### config.mk
export PLATFORM = sky130hd
export DESIGN_NAME = bac_admit
export DESIGN_NICKNAME = d
export VERILOG_FILES = /design/src/rtl/bac_pkg.sv /design/src/rtl/bac_limits.sv /design/src/rtl/bac_updown.sv /design/src/rtl/bac_port_track.sv /design/src/rtl/bac_admit.sv
export SDC_FILE = /design/constraint.sdc
export NUM_CORES = 1
export LEC_CHECK = 0
export BUFFER_PORTS_ARGS = -buffer_cell sky130_fd_sc_hd__buf_2
export CORE_UTILIZATION = 50
export CTS_CLUSTER_SIZE = 30
export DETAILED_ROUTE_END_ITERATION = 16
export GPL_TIMING_DRIVEN = 0
export HOLD_SLACK_MARGIN = 0.1
export PLACE_DENSITY = 0.71
export SETUP_SLACK_MARGIN = 0.5
export SLEW_MARGIN = 25
export SYNTH_ARGS = -nofsm -noshare
export SYNTH_HDL_FRONTEND = slang
export SYNTH_SLANG_ARGS = --single-unit
### constraint.sdc
create_clock -name clk -period 5.8 [get_ports clk]
set_input_delay 1.74 -clock clk [delete_from_list [all_inputs] [get_ports clk]]
set_output_delay 1.74 -clock clk [all_outputs]
set_load 0.1 [all_outputs]
### src/rtl/bac_pkg.sv
package bac_pkg;
  typedef enum logic [1:0] {
    LIM_HIGH  = 2'd0,
    LIM_LOW   = 2'd1,
    LIM_MCAP  = 2'd2,
    LIM_NONE  = 2'd3
  } lim_sel_e;
endpackage

### src/rtl/bac_limits.sv
module bac_limits #(
  parameter int CW = 11
) (
  input  logic          clk,
  input  logic          rst,
  input  logic          wr,
  input  logic [1:0]    sel,
  input  logic [CW-1:0] wdata,
  output logic [CW-1:0] high_mark,
  output logic [CW-1:0] low_mark,
  output logic [CW-1:0] mc_cap
);
  import bac_pkg::*;

  localparam logic [CW-1:0] LIM_MAX = '1;

  lim_sel_e sel_e;
  assign sel_e = lim_sel_e'(sel);

  always_ff @(posedge clk) begin
    if (rst) begin
      high_mark <= LIM_MAX;
      low_mark  <= LIM_MAX;
      mc_cap    <= LIM_MAX;
    end else if (wr) begin
      case (sel_e)
        LIM_HIGH: high_mark <= wdata;
        LIM_LOW:  low_mark  <= wdata;
        LIM_MCAP: mc_cap    <= wdata;
        default:  ;
      endcase
    end
  end
endmodule

### src/rtl/bac_updown.sv
module bac_updown #(
  parameter int CW = 11
) (
  input  logic          clk,
  input  logic          rst,
  input  logic          inc,
  input  logic          dec,
  output logic [CW-1:0] cnt,
  output logic [CW-1:0] cnt_nxt,
  output logic          full,
  output logic          underflow
);
  localparam logic [CW-1:0] CNT_MAX = '1;
  localparam logic [CW-1:0] ONE     = CW'(1);

  logic empty;
  assign empty = (cnt == '0);
  assign full  = (cnt == CNT_MAX);

  always_comb begin
    cnt_nxt   = cnt;
    underflow = 1'b0;
    if (inc && !dec) begin
      if (!full) cnt_nxt = cnt + ONE;
    end else if (dec && !inc) begin
      if (empty) underflow = 1'b1;
      else       cnt_nxt   = cnt - ONE;
    end
  end

  always_ff @(posedge clk) begin
    if (rst) cnt <= '0;
    else     cnt <= cnt_nxt;
  end
endmodule

### src/rtl/bac_port_track.sv
module bac_port_track #(
  parameter int CW = 11
) (
  input  logic          clk,
  input  logic          rst,
  input  logic          inc,
  input  logic          dec,
  input  logic [CW-1:0] high_mark,
  input  logic [CW-1:0] low_mark,
  output logic [CW-1:0] cnt,
  output logic          full,
  output logic          underflow,
  output logic          bl
);
  logic [CW-1:0] cnt_nxt;
  logic          bl_nxt;

  bac_updown #(.CW(CW)) u_cnt (
    .clk       (clk),
    .rst       (rst),
    .inc       (inc),
    .dec       (dec),
    .cnt       (cnt),
    .cnt_nxt   (cnt_nxt),
    .full      (full),
    .underflow (underflow)
  );

  // hysteresis: enter above the high mark, leave below the low mark
  always_comb begin
    if (bl) bl_nxt = !(cnt_nxt < low_mark);
    else    bl_nxt = (cnt_nxt > high_mark);
  end

  always_ff @(posedge clk) begin
    if (rst) bl <= 1'b0;
    else     bl <= bl_nxt;
  end
endmodule

### src/rtl/bac_admit.sv
module bac_admit #(
  parameter int NPORT = 12,
  parameter int CW    = 11
) (
  input  logic             clk,
  input  logic             rst,
  input  logic             cfg_wr,
  input  logic [1:0]       cfg_sel,
  input  logic [CW-1:0]    cfg_wdata,
  input  logic             req_valid,
  input  logic [NPORT-1:0] req_dest,
  input  logic             req_mcast,
  output logic             req_accept,
  input  logic             rel_valid,
  input  logic [NPORT-1:0] rel_dest,
  input  logic             rel_mcast,
  output logic [NPORT-1:0] blacklist,
  output logic             underflow_err
);
  logic [CW-1:0] high_mark, low_mark, mc_cap;

  bac_limits #(.CW(CW)) u_lim (
    .clk       (clk),
    .rst       (rst),
    .wr        (cfg_wr),
    .sel       (cfg_sel),
    .wdata     (cfg_wdata),
    .high_mark (high_mark),
    .low_mark  (low_mark),
    .mc_cap    (mc_cap)
  );

  logic [NPORT-1:0][CW-1:0] port_cnt;
  logic [NPORT-1:0]         port_inc, port_dec, port_full, port_uf;

  for (genvar p = 0; p < NPORT; p++) begin : g_port
    assign port_inc[p] = req_accept && req_dest[p];
    assign port_dec[p] = rel_valid && rel_dest[p];

    bac_port_track #(.CW(CW)) u_trk (
      .clk       (clk),
      .rst       (rst),
      .inc       (port_inc[p]),
      .dec       (port_dec[p]),
      .high_mark (high_mark),
      .low_mark  (low_mark),
      .cnt       (port_cnt[p]),
      .full      (port_full[p]),
      .underflow (port_uf[p]),
      .bl        (blacklist[p])
    );
  end

  logic [CW-1:0] mc_cnt, mc_nxt;
  logic          mc_inc, mc_dec, mc_full, mc_uf;

  assign mc_inc = req_accept && req_mcast;
  assign mc_dec = rel_valid && rel_mcast;

  bac_updown #(.CW(CW)) u_mc (
    .clk       (clk),
    .rst       (rst),
    .inc       (mc_inc),
    .dec       (mc_dec),
    .cnt       (mc_cnt),
    .cnt_nxt   (mc_nxt),
    .full      (mc_full),
    .underflow (mc_uf)
  );

  // admission verdict, purely from this cycle's request and held state
  logic dest_any, bl_hit, full_hit, mc_block;
  assign dest_any   = |req_dest;
  assign bl_hit     = |(req_dest & blacklist);
  assign full_hit   = |(req_dest & port_full);
  assign mc_block   = req_mcast && (mc_full || (mc_cnt >= mc_cap));
  assign req_accept = req_valid && dest_any && !bl_hit && !full_hit && !mc_block;

  always_ff @(posedge clk) begin
    if (rst)                       underflow_err <= 1'b0;
    else if ((|port_uf) || mc_uf)  underflow_err <= 1'b1;
  end
endmodule

# After elaboration in Yosys (flattened, before gate mapping)
# Cells that the tools add are included.
op_classes:
  n_mux: 103
  n_reduce_logical: 123
  n_eq_ne: 17
  order_cmp: 25
  multipliers: 0
  shifts: 0
  add_sub_neg: 26
  bitwise: 2
  div: 0
op_table:
  columns: ["op", "n"]
  rows:
  - ["$mux 11", 52]
  - ["$add 11x1->11 const B", 13]
  - ["$eq 11x11->1 const B", 13]
  - ["$logic_not 11->1", 13]
  - ["$sub 11x1->11 const B", 13]
  - ["$gt 11x11->1", 12]
  - ["$lt 11x11->1", 12]
  - ["$logic_and 1x1->1", 57]
  - ["$mux 1", 51]
  - ["$reduce_or 12->1", 4]
  - ["$logic_not 1->1", 41]
  - ["$and 12x12->12", 2]
  - ["$ge 11x11->1", 1]
  - ["$reduce_and 2->1", 3]
  - ["$ne 2x2->1 const B", 2]
  - ["$reduce_and 3->1", 1]
  - ["$eq 2x1->1 const B", 1]
  - ["$eq 2x2->1 const B", 1]
  - ["$logic_not 2->1", 1]
  - ["$logic_or 1x1->1", 2]
  - ["$reduce_bool 2->1", 1]
totals:
  word_cells: 325
  inputBits: 44
  mem_count: 0
  romBits: 0
  ramBits: 0
  latch_bits: 0
  ff_bits: 189

# Depth between registers and ports, before layout
logic_depth:
  depth_word: 14
  mapped_depth: 23

# Cells and area by module
# A second synthesis with hierarchy kept.
unflattened:
  hier_cells: 2964
  hier_area_um2: 23635.2
modules_own_cells:
  columns: ["module", "instances", "cells_each", "seq_area_each_um2", "area_each_um2"]
  rows:
  - ["bac_updown at g_port[0].u_trk.u_cnt ...", 12, 142, 220.2, 1176.1]
  - ["bac_port_track", 12, 77, 20.0, 551.8]
  - ["bac_limits", 1, 121, 660.6, 1234.9]
  - ["bac_updown at u_mc", 1, 118, 220.2, 967.2]
  - ["bac_admit", 1, 97, 20.0, 698.2]

# Worst setup path after synthesis
# Ideal clock, no wire load.
synth_path:
  path_kind: "input to register"
  startpoint: "input port req_dest[6]"
  endpoint: "register u_mc.cnt[10]"
  arrival_ns: 7.027
  cell_stages: 21
  path_slack_ns: -1.297
  setup_ns: 0.070
  required_ns: 5.730
  n_path_buf: 2
  path_cell_list: "a222oi_1 > nand3_1 > nor3_1 > nand4_1 > or2_1 > buf_4 > buf_4 > nor2_1 > nand2_1 > inv_1 > ha_1 > inv_1 > fa_1 > a21o_1 > a21oi_1 > o21bai_1 > a211oi_1 > o311ai_0 > xnor2_1 > or3_1 > a21oi_1"
synth_between:
  elab_chain_cells: 11
  word_cells_on_any_way: 20
  cone_classes: "eq/ne: 2; mux: 1; bitwise: 2; reduce/logical: 15"
synth_lines:
  columns: ["element", "line", "text"]
  rows:
  - ["start, declared", "bac_admit.sv:11", "input logic [NPORT-1:0] req_dest,"]
  - ["$and 12x12->12", "bac_admit.sv:74", "assign bl_hit = |(req_dest & blacklist);"]
  - ["$reduce_or 12->1", "bac_admit.sv:74", null]
  - ["$logic_not 1->1", "bac_admit.sv:77", "assign req_accept = req_valid && dest_any && !bl_hit && !full_hit && !mc_block;"]
  - ["$logic_and 1x1->1", "bac_admit.sv:77", null]
  - ["$logic_and 1x1->1 * (2 in series)", "bac_admit.sv:77", null]
  - ["net req_accept", "bac_admit.sv:13", "output logic req_accept,"]
  - ["$logic_and 1x1->1 *", "bac_admit.sv:57", "assign mc_inc = req_accept && req_mcast;"]
  - ["$logic_not 1->1", "bac_updown.sv:25", "end else if (dec && !inc) begin"]
  - ["$logic_and 1x1->1", "bac_updown.sv:25", null]
  - ["$reduce_bool 2->1 (no source line)", null, null]
  - ["$reduce_and 3->1 (no source line)", null, null]
  - ["end signal, assigned", "bac_updown.sv:33", "else cnt <= cnt_nxt;"]
  - ["end, declared", "bac_updown.sv:8", "output logic [CW-1:0] cnt,"]
# The timed path passes the listed nets; every way through them passes the cells marked *.
# A chain may end at the register's enable or synchronous reset.

# Final worst setup path
layout_path:
  startpoint: "input port req_dest[0]"
  endpoint: "output port req_accept"
layout_between:
  elab_chain_cells: 6
  word_cells_on_any_way: 11
  cone_classes: "bitwise: 2; reduce/logical: 9"
layout_lines:
  columns: ["element", "line"]
  rows:
  - ["$and 12x12->12", "bac_admit.sv:74"]
  - ["$reduce_or 12->1", "bac_admit.sv:74"]
  - ["$logic_not 1->1", "bac_admit.sv:77"]
  - ["$logic_and 1x1->1", "bac_admit.sv:77"]
  - ["$logic_and 1x1->1 * (2 in series)", "bac_admit.sv:77"]
  - ["end, declared", "bac_admit.sv:13"]
# Mark *: on every way between the ends. The rest lies on a longest branch, timed or not.

==> results_dict.tcl <==
set metrics [dict create \
    status "complete, but fails checks" \
    violations "setup timing" \
    drt.antenna.violating_nets 0 \
    track_usage_pct 37.1 \
    routed_via_density 6.70 \
    drtIter0Drc 2023 \
    peakVddDrop_v 0.000345 \
    grt_max_degree 21 \
    maxCapViolations 0 \
    grt_pass1_vias 17849 \
    crit_required_ns 4.06 \
    synth_top_area_share_pct 21.1 \
    final_nets 2719 \
    cpMostUsedCell "buf_12" \
    drt_wl_total_um 68400 \
    synth_area_mm2 0.0180 \
    vias 19088 \
    cts_tree "built" \
    grt_pass1_wl_um 102000 \
    syn_inst 2219 \
    dieArea_mm2 0.0367 \
    p_total_uw 9530 \
    final-setup-viol-count 2 \
    area_delta_synth_final_pct 17.6 \
    tightest_slew_ns 1.21 \
    dp.cells 2737 \
    rsz0062_at_grt "true" \
    ios 58 \
    synthFlopType "dfxtp_1" \
    dieHeight_um 192 \
    clock_path_buffers 2 \
    utilization_pct 59.5 \
    critical_path.max_stage_delay_ns 0.34 \
    cts_sinks 189 \
    ys_types 79 \
    start_util_pct 50.6 \
    synth_edf_count 0 \
    placement.io_buffers 57 \
    numCtsBuffers 17 \
    cp_slowest_cell "or2_4" \
    arrival_ns 4.11 \
    leakagePower_uw 0.00983 \
    path_clk_slew_ns 0.09 \
    final_cell_mix "ha_1 (296), dfxtp_1 (188), nand2_1 (161), nor2_1 (145), and2_1 (109)" \
    rows 69 \
    skew_ns 0.0183 \
    wl_per_cell_um 24.0 \
    worstSkewPairLatency_ns 0.49 \
    gp_congestion 1.02 \
    period_needed_ns 5.85 \
    hp-class "flip-flop to flip-flop" \
    reg2reg_setup_slack_ns 0.35 \
    yosys.area.top_type "dfxtp_1" \
    drcViolationCount 0 \
    core_mm2 0.0355 \
    fin_crit_sh_pct 101 \
    crit_type "input pin to output pin" \
    startpoint_type "input pin" \
    critPathMaxFanout 6 \
    clockRootBuffer "clkbuf_16" \
    cp-end-kind "output pin" \
    dr.pass1.iters 6 \
    hold_viol 0 \
    final_area_mm2 0.0211 \
    ys_seq_area_share_pct 21.1 \
    drv_slew 0 \
    fin_cells 2849 \
    synth_warnings 0 \
    drive_gt1_share_pct 15.9 \
    hpwl_um 47500 \
    cp_cell_sequence "buf_12 > a22oi_2 > nand4_1 > nor3_2 > nand4_1 > or2_4 > buf_12 > buf_12 > nor2_4 > buf_12 > buf_12" \
    syn_nets 2566 \
    max_freq_ghz 0.171 \
    fp.dieW_um 192 \
    dpl_cell_area_mm2 0.0189 \
    h-tree-depth 4 \
    final_common_cell "ha_1" \
    setup_slack_ns -0.0484 \
    overflow 0 \
    async_reset_ff_share_pct 0 \
    synth_area_per_cell_um2 8.09 \
    synth_seq_cells 189 \
    power_density_mw_per_mm2 451 \
    antenna_found_initial 3 \
    ys_top_cells_by_area "dfxtp_1 (21%), ha_1 (21%), and2_1 (3.8%), nand2_1 (3.4%), nor2_1 (3.2%)" \
    relSlewSlack_pct 18.5 \
]
## metrics by stage
| stage | hold slack, ns | setup WS, ns | TNS [ns] |
|---|---|---|---|
| after floorplan | 0.461 | 0.117 | 0 |
| after global placement | 0.497 | -1.41 | -18.44 |
| after detailed placement | 0.490 | -1.54 | -19.63 |
| after CTS | 0.510 | 0.0918 | 0 |
| after global routing | 0.551 | -0.0417 | -0.0417 |
| final | 0.510 | -0.0484 | -0.0595 |
## Yosys cell counts (47+ instances only)
cell type / count
nand4_1: 86
nand3_1: 70
dfxtp_1: 189
and2_1: 109
clkbuf_1: 47
o211ai_1: 56
ha_1: 302
xnor2_1: 62
nor3_1: 74
a21oi_1: 105
o21ai_0: 74
nor2_1: 152
nand2_1: 164
inv_1: 100
## sequential cells by signal, summed over array words and instances, names as in the netlist
signal,count
g_port.u_trk.bl,12
u_lim.high_mark,11
u_lim.low_mark,11
g_port.u_trk.u_cnt.cnt,132
u_lim.mc_cap,11
underflow_err,1
u_mc.cnt,11
## layer usage
layer  global-route usage, %  part of all wire (%)  vias to the layer above
li1                        -                     -                     8696
met3                    7.91                   9.8                      291
met2                    56.5                    43                     1089
met4                    26.0                   7.8                        0
met1                    46.6                    40                     9012
met5                       0                     0                        -
## power by group
| group | leakage, uW | switching (uW) | total (uW) | internal (uW) |
|---|---|---|---|---|
| registers | 0.00154 | 487 | 2130 | 1650 |
| clock network | 0.000301 | 648 | 1280 | 627 |
| logic | 0.00799 | 3600 | 6120 | 2520 |
## critical path, delay by kind of cell
family / cells / cell delay (ns)
and+or+nand+nor: 5 / 1.33
AOI/OAI and AO/OA: 1 / 0.33
buffers and inverters: 5 / 0.69
## logic make-up after synthesis
family	after synthesis	synth area share, %
muxes	34	2.01
AOI/OAI and AO/OA	544	20.8
and+or+nand+nor	884	26.5
DFF	189	21.1
buffers and inverters	174	4.03
adders and majority gates	303	21.2
xor gates and xnor gates	91	4.44
## path summary, 6_finish.rpt
path / from / to / depth (start not counted)
hold reg to reg: u_lim.mc_cap[0]$_SDFFE_PP1P_ / u_lim.mc_cap[0]$_SDFFE_PP1P_ / 2
setup reg to reg: u_mc.cnt[0]$_SDFFE_PP0P_ / u_mc.cnt[10]$_SDFFE_PP0P_ / 23
hold / removal: u_lim.mc_cap[0]$_SDFFE_PP1P_ / u_lim.mc_cap[0]$_SDFFE_PP1P_ / 2
setup / recovery: req_dest[0] / req_accept / 11
## area by class of cell
cell class	count	area, um2
Antenna cell	3	7.51
Buffer	74	462
Clock buffer	18	429
Sequential cell	189	3780
Inverter	100	383
Clock inverter	14	184
Multi-Input combinational cell	1856	14300
Timing Repair Buffer	134	940
Tap cell	461	577
Fill cell	3088	14400
## what timing repair did
| item | 4_1_cts | 5_1_grt |
|---|---|---|
| cloned | 1 | 0 |
| pin swaps | 57 | 77 |
| setup endpoints to repair | 25 | 25 |
| setup buffers | 45 | 31 |
| resized for setup | 120 | 111 |
| hold buffers | 0 | 0 |
Power figures use the tool's default switching activity.
